[src/rtl/ea_pkg.sv]
package ea_pkg;

  typedef enum logic [1:0] {
    IDX_NONE = 2'd0,
    IDX_ADD  = 2'd1,
    IDX_INC  = 2'd2,
    IDX_DEC  = 2'd3
  } idx_mode_e;

  typedef enum logic [1:0] {
    ST_IDLE   = 2'd0,
    ST_PTR_HI = 2'd1,
    ST_PTR_LO = 2'd2,
    ST_DONE   = 2'd3
  } seq_state_e;

endpackage

[src/rtl/ea_base_calc.sv]
// Page-local base address: absolute offset or PC-relative displacement.
module ea_base_calc #(
  parameter int ADDR_W = 15,
  parameter int PAGE_W = 2,
  parameter int DISP_W = 7
) (
  input  logic [ADDR_W-1:0]        pc_i,
  input  logic [ADDR_W-PAGE_W-1:0] operand_i,
  input  logic                     rel_i,
  output logic [ADDR_W-1:0]        base_o
);
  localparam int OFF_W = ADDR_W - PAGE_W;

  logic [OFF_W-1:0] disp_ext;
  logic [OFF_W-1:0] offset;

  always_comb begin
    disp_ext = {{(OFF_W-DISP_W){operand_i[DISP_W-1]}}, operand_i[DISP_W-1:0]};
    if (rel_i) begin
      offset = pc_i[OFF_W-1:0] + disp_ext;
    end else begin
      offset = operand_i;
    end
    base_o = {pc_i[ADDR_W-1:OFF_W], offset};
  end

endmodule

[src/rtl/ea_index_unit.sv]
// Register stepping and page-wrapping index addition.
module ea_index_unit
  import ea_pkg::*;
#(
  parameter int ADDR_W = 15,
  parameter int PAGE_W = 2,
  parameter int DATA_W = 8
) (
  input  logic [ADDR_W-1:0] base_i,
  input  logic [DATA_W-1:0] idx_val_i,
  input  idx_mode_e         mode_i,
  input  logic              allow_i,
  output logic [ADDR_W-1:0] ea_o,
  output logic [DATA_W-1:0] idx_new_o,
  output logic              idx_wr_o
);
  localparam int OFF_W = ADDR_W - PAGE_W;

  logic             add_en;
  logic [OFF_W-1:0] off_sum;

  always_comb begin
    unique case (mode_i)
      IDX_INC: idx_new_o = idx_val_i + DATA_W'(1);
      IDX_DEC: idx_new_o = idx_val_i - DATA_W'(1);
      default: idx_new_o = idx_val_i;
    endcase
    add_en   = allow_i && (mode_i != IDX_NONE);
    idx_wr_o = allow_i && ((mode_i == IDX_INC) || (mode_i == IDX_DEC));
    off_sum  = base_i[OFF_W-1:0] + {{(OFF_W-DATA_W){1'b0}}, idx_new_o};
    if (add_en) begin
      ea_o = {base_i[ADDR_W-1:OFF_W], off_sum};
    end else begin
      ea_o = base_i;
    end
  end

endmodule

[src/rtl/ea_ptr_seq.sv]
// Request sequencer: idle, two pointer byte reads, result cycle.
module ea_ptr_seq
  import ea_pkg::*;
#(
  parameter int ADDR_W = 15,
  parameter int PAGE_W = 2,
  parameter int DATA_W = 8
) (
  input  logic              clk,
  input  logic              rst_n,
  input  logic              start_i,
  input  logic              ind_i,
  input  logic [ADDR_W-1:0] base_q_i,
  input  logic              rd_valid_i,
  input  logic [DATA_W-1:0] rd_data_i,
  output logic              busy_o,
  output logic              done_o,
  output logic              rd_req_o,
  output logic [ADDR_W-1:0] rd_addr_o,
  output logic [ADDR_W-1:0] ptr_o
);
  localparam int OFF_W = ADDR_W - PAGE_W;

  seq_state_e state_q, state_d;
  logic [DATA_W-1:0] hi_q, lo_q;
  logic hi_en, lo_en;
  logic [2*DATA_W-1:0] ptr_full;
  logic unused_ptr_bits;

  always_comb begin
    state_d = state_q;
    unique case (state_q)
      ST_IDLE:   if (start_i) state_d = ind_i ? ST_PTR_HI : ST_DONE;
      ST_PTR_HI: if (rd_valid_i) state_d = ST_PTR_LO;
      ST_PTR_LO: if (rd_valid_i) state_d = ST_DONE;
      default:   state_d = ST_IDLE;
    endcase
    hi_en = (state_q == ST_PTR_HI) && rd_valid_i;
    lo_en = (state_q == ST_PTR_LO) && rd_valid_i;
  end

  always_ff @(posedge clk or negedge rst_n) begin
    if (!rst_n) begin
      state_q <= ST_IDLE;
    end else begin
      state_q <= state_d;
    end
  end

  always_ff @(posedge clk or negedge rst_n) begin
    if (!rst_n) begin
      hi_q <= '0;
      lo_q <= '0;
    end else begin
      if (hi_en) hi_q <= rd_data_i;
      if (lo_en) lo_q <= rd_data_i;
    end
  end

  always_comb begin
    busy_o   = (state_q != ST_IDLE);
    done_o   = (state_q == ST_DONE);
    rd_req_o = (state_q == ST_PTR_HI) || (state_q == ST_PTR_LO);
    if (state_q == ST_PTR_LO) begin
      rd_addr_o = {base_q_i[ADDR_W-1:OFF_W], base_q_i[OFF_W-1:0] + OFF_W'(1)};
    end else begin
      rd_addr_o = base_q_i;
    end
    ptr_full = {hi_q, lo_q};
    ptr_o    = ptr_full[ADDR_W-1:0];
    unused_ptr_bits = ^ptr_full[2*DATA_W-1:ADDR_W];
  end

endmodule

[src/rtl/paged_ea_gen.sv]
module paged_ea_gen
  import ea_pkg::*;
#(
  parameter int ADDR_W = 15,
  parameter int PAGE_W = 2,
  parameter int DISP_W = 7,
  parameter int DATA_W = 8
) (
  input  logic                     clk,
  input  logic                     rst_n,
  input  logic                     start_i,
  input  logic [ADDR_W-1:0]        pc_i,
  input  logic [ADDR_W-PAGE_W-1:0] operand_i,
  input  logic                     rel_i,
  input  logic                     ind_i,
  input  logic [1:0]               idx_mode_i,
  input  logic                     dest_r0_i,
  input  logic [DATA_W-1:0]        idx_val_i,
  input  logic                     rd_valid_i,
  input  logic [DATA_W-1:0]        rd_data_i,
  output logic                     busy_o,
  output logic                     rd_req_o,
  output logic [ADDR_W-1:0]        rd_addr_o,
  output logic                     ea_valid_o,
  output logic [ADDR_W-1:0]        ea_o,
  output logic                     idx_wr_o,
  output logic [DATA_W-1:0]        idx_new_o
);

  logic              accept;
  logic [ADDR_W-1:0] base_d, base_q;
  logic [DATA_W-1:0] idx_q;
  idx_mode_e         mode_q;
  logic              allow_q, ind_q;
  logic              done;
  logic [ADDR_W-1:0] ptr;
  logic [ADDR_W-1:0] pre_idx;
  logic              wr_want;

  ea_base_calc #(.ADDR_W(ADDR_W), .PAGE_W(PAGE_W), .DISP_W(DISP_W)) u_base (
    .pc_i      (pc_i),
    .operand_i (operand_i),
    .rel_i     (rel_i),
    .base_o    (base_d)
  );

  assign accept = start_i && !busy_o;

  // Request context, captured once per accepted request.
  always_ff @(posedge clk or negedge rst_n) begin
    if (!rst_n) begin
      base_q  <= '0;
      idx_q   <= '0;
      mode_q  <= IDX_NONE;
      allow_q <= 1'b0;
      ind_q   <= 1'b0;
    end else if (accept) begin
      base_q  <= base_d;
      idx_q   <= idx_val_i;
      mode_q  <= idx_mode_e'(idx_mode_i);
      allow_q <= dest_r0_i;
      ind_q   <= ind_i;
    end
  end

  ea_ptr_seq #(.ADDR_W(ADDR_W), .PAGE_W(PAGE_W), .DATA_W(DATA_W)) u_seq (
    .clk        (clk),
    .rst_n      (rst_n),
    .start_i    (accept),
    .ind_i      (ind_i),
    .base_q_i   (base_q),
    .rd_valid_i (rd_valid_i),
    .rd_data_i  (rd_data_i),
    .busy_o     (busy_o),
    .done_o     (done),
    .rd_req_o   (rd_req_o),
    .rd_addr_o  (rd_addr_o),
    .ptr_o      (ptr)
  );

  assign pre_idx = ind_q ? ptr : base_q;

  ea_index_unit #(.ADDR_W(ADDR_W), .PAGE_W(PAGE_W), .DATA_W(DATA_W)) u_idx (
    .base_i    (pre_idx),
    .idx_val_i (idx_q),
    .mode_i    (mode_q),
    .allow_i   (allow_q),
    .ea_o      (ea_o),
    .idx_new_o (idx_new_o),
    .idx_wr_o  (wr_want)
  );

  assign ea_valid_o = done;
  assign idx_wr_o   = done && wr_want;

endmodule

[config.mk]
export PLATFORM = sky130hd
export DESIGN_NAME = paged_ea_gen
export DESIGN_NICKNAME = d
export VERILOG_FILES = /design/src/rtl/ea_pkg.sv /design/src/rtl/ea_base_calc.sv /design/src/rtl/ea_index_unit.sv /design/src/rtl/ea_ptr_seq.sv /design/src/rtl/paged_ea_gen.sv
export SDC_FILE = /design/constraint.sdc
export NUM_CORES = 1
export LEC_CHECK = 0
export BUFFER_PORTS_ARGS = -buffer_cell sky130_fd_sc_hd__buf_4
export CAP_MARGIN = 5
export CORE_MARGIN = 10
export CORE_UTILIZATION = 49
export DETAILED_ROUTE_END_ITERATION = 12
export GPL_ROUTABILITY_DRIVEN = 0
export PLACE_DENSITY_LB_ADDON = 0.12
export SLEW_MARGIN = 20
export SYNTH_ARGS = -nofsm -noshare
export SYNTH_HDL_FRONTEND = slang
export SYNTH_SLANG_ARGS = --single-unit
[constraint.sdc]
create_clock -name clk -period 3.04 [get_ports clk]
set_input_delay 0.152 -clock clk [delete_from_list [all_inputs] [get_ports clk]]
set_output_delay 0.152 -clock clk [all_outputs]
set_load 0.005 [all_outputs]
==> summary.md <==
| Metric | Value |
|---|---|
| Status | `finished, violations left` |
| Failing checks | `negative setup slack` |
| Data required, critical path | `2.89 ns` |
| Vias in the first global route | `3,562` |
| Final setup viols | `8` |
| Fin util | `0.671` |
| Core area | `7370 um^2` |
| CTS tree | `yes` |
| Number of diodes | `0` |
| Total leakage power | `2.23 nW` |
| Maximum root-to-sink buffer count | `2` |
| DP Wirelength | `8170 um` |
| Share of the yosys chip area belonging to registers | `0.291` |
| Die Footprint | `11,600 um^2` |
| Startpoint of the worst hold path | `idx_val_i[5]` |
| RSZ-0062 raised after global routing | `yes` |
| Num rows | `31` |
| Synth Register Bits | `44` |
| Tightest Pin Transition | `0.740 ns` |
| CP Max Fanout | `3` |
| Initial Util | `0.514` |
| ANT nets after route | `0` |
| Syn Inst Count | `395` |
| Hold Crit Class | `in -> reg` |
| Post-Syn Nets | `474` |
| Final hold vios | `0` |
| Drt pass-1 iters | `4` |
| Final #Nets | `586` |
| Overflow after GRT | `0` |
| Worst Skew | `0.00480 ns` |
| Commonest register cell after synthesis | `dfrtp_1` |
| # IOs | `95` |
| # DRC | `0` |
| Critical path type | `reg -> out` |
| Largest net degree at the start of global routing | `45` |
| Drt wl/cell | `16.8 um` |
| Post-synthesis cell type count | `66` |
| Clock Pin Slew Worst Setup and Hold Paths | `0.08 ns` |
| Setup TNS | `-3.66 ns` |
| H-tree Lvls | `2` |
| Avg Inst Size Synth | `9.58 um^2` |
| Vias per cell | `5.55` |
| Iter 0 DRT Violations | `86` |
| Worst setup margin | `-0.528 ns` |
| Die height | `108 um` |
| Critical path capture point type | `output pin` |
| I/O Buffers | `94` |
| Total clock sinks | `44` |
| Fmax | `0.280 GHz` |
| Minimum clock period | `3.57 ns` |
| Pwr dens | `1230 nW/um^2` |
| CTS buffer count | `5` |
| CP arrival | `3.42 ns` |
| First-pass GRT wire length | `16,500 um` |
| Worst skew pair latency | `0.28 ns` |
| CTS Root Cell | `clkbuf_8` |
| Max-cap viol count | `0` |
| DR vias | `3,369` |
| Path depth of the worst reg2reg path | `5` |
| GRT Util Overall | `0.171` |
| Initial antenna violation count | `0` |
| Area grow syn2layout | `30.6%` |
| Worst setup path start | `mode_q[0]$_DFFE_PN0P_` |
| Hold slack final | `0.0971 ns` |
| Hold depth | `2` |
| Startpoint types | `register` |
| Fin crit share | `1.17` |
| Fin. max-slew vios | `0` |
| Final wirelength | `10,200 um` |
| Post-synth EDFFs | `0` |
| RR Startpoint | `u_seq.state_q[0]$_DFFE_PN0P_` |
| Synth warn | `0` |
| Relative slew slack | `0.493` |
| VDD IR max | `0.579 mV` |
| Share of cells above drive strength 1 | `0.398` |
| Die W | `108 um` |
| Synth Cell Area | `3780 um^2` |
| FFs w/ async S/R, synth | `1.00` |
-- Yosys cell counts (3+ instances only) --
cell type | count | area, um^2
dfrtp_1 | 44 | 1100
mux2_2 | 42 | 473
nand2_1 | 26 | 97.6
ha_1 | 24 | 300
xnor2_1 | 24 | 210
o21ai_0 | 21 | 105
a21oi_1 | 19 | 95.1
nor2_1 | 19 | 71.3
inv_1 | 16 | 60.1
xor2_1 | 15 | 131
mux2i_1 | 14 | 140
nand3_1 | 12 | 60.1
clkbuf_1 | 9 | 33.8
nor3b_1 | 7 | 52.6
a21o_1 | 6 | 45.0
and3_1 | 6 | 37.5
o21a_1 | 6 | 45.0
a31oi_1 | 5 | 31.3
nand4_1 | 4 | 25.0
nor2b_1 | 4 | 25.0
o211ai_1 | 4 | 30.0
a211oi_1 | 3 | 22.5
buf_6 | 3 | 33.8
nand2b_1 | 3 | 18.8
nor3_1 | 3 | 15.0
-- layout by cell type (no fill, tap or decap), drive strengths merged, types with 5 or more instances in the layout --
cell    Yosys  layout
ha         24      24
nand4       5       5
a21oi      20      20
nand3      12      12
clkbuf     11       8
a21o        7       7
dfrtp      44      44
xnor2      24      24
buf         6     121
xor2       15      15
o21a        6       6
mux2i      14      14
nor2       19      19
nor3b       8       8
inv        16      16
nand2      26      26
o21ai      23      23
and3        6       6
a31oi       7       7
mux2       42      42
-- layer usage --
layer	track usage	vias up	part of all wire
met5	0	-	0
met4	0.0477	0	0.0087
met3	0.0359	8	0.041
met2	0.312	82	0.53
met1	0.194	1607	0.42
li1	-	1672	-
-- critical path, cell delays in order (launching register included) --
cell      delay [ns]
dfrtp_1         0.37
nand2_2         0.08
xnor2_2         0.13
ha_2            0.17
or3b_4          0.40
a21oi_4         0.18
xor2_2          0.11
ha_4            0.19
buf_6           0.11
a211o_1         0.28
a21oi_2         0.20
a31oi_4         0.06
o311ai_2        0.26
a31oi_2         0.14
o21ai_1         0.17
xor2_1          0.15
buf_4           0.13
-- power breakdown --
| group | internal [mW] | switching, mW |
|---|---|---|
| sequential | 0.880 | 0.299 |
| combinational | 2.43 | 2.13 |
| clock | 0.185 | 0.181 |
| total | 3.50 | 2.61 |
-- state kept, by name (all words and copies together), names as in the netlist --
| name | flops |
|---|---|
| u_seq.lo_q | 8 |
| u_seq.hi_q | 7 |
| ind_q | 1 |
| mode_q | 2 |
| idx_q | 8 |
| u_seq.state_q | 2 |
| allow_q | 1 |
| base_q | 15 |
-- final cells by class --
| class | instances | area, um^2 |
|---|---|---|
| multi-input combinational | 318 | 2630 |
| inverter | 16 | 60.1 |
| sequential | 44 | 1100 |
| tap | 99 | 124 |
| fill | 618 | 2430 |
| timing repair buffer | 122 | 933 |
| clock buffer | 8 | 90.1 |
-- logic make-up (layout without fill, tap and decap cells) --
group,count (synthesis),after routing,share of synthesized area
and+or+nand+nor,109,109,0.165
AOI/OAI and AO/OA,86,86,0.152
muxes,56,56,0.162
DFF,44,44,0.291
xor gates and xnor gates,39,39,0.0902
buffers and inverters,33,146,0.0440
adders and majority gates,28,28,0.0959
-- path summary, 6_finish.rpt --
| path | to | slack [ns] |
|---|---|---|
| max | ea_o[11] | -0.53 |
| min | idx_q[5]$_DFFE_PN0P_ | 0.1 |
| max reg2reg | idx_q[2]$_DFFE_PN0P_ | 1.33 |
| min reg2reg | u_seq.lo_q[5]$_DFFE_PN0P_ | 0.51 |
| max in group asynchronous | base_q[8]$_DFFE_PN0P_ | 2.27 |
| min in group asynchronous | u_seq.state_q[1]$_DFFE_PN0P_ | 0.39 |
-- timing repair --
action                     in CTS  in global routing
buffers inserted                3                  4
pin swaps                      10                 10
hold buffers                    1                  0
setup endpoints to repair       8                 11
gates resized for setup         5                 16
hold endpoints to repair       44                  0
-- stage by stage --
stage	total power, mW	worst slack (ns)	instance area [um^2]	instances
after floorplan	3.72	-0.212	3820	395
after global placement	5.15	-0.110	4680	591
after detailed placement	5.28	-0.197	4680	591
after CTS	5.78	-0.515	4820	603
after global routing	6.59	-0.656	4940	607
final	6.10	-0.528	4940	607
Power figures use the tool's default switching activity.
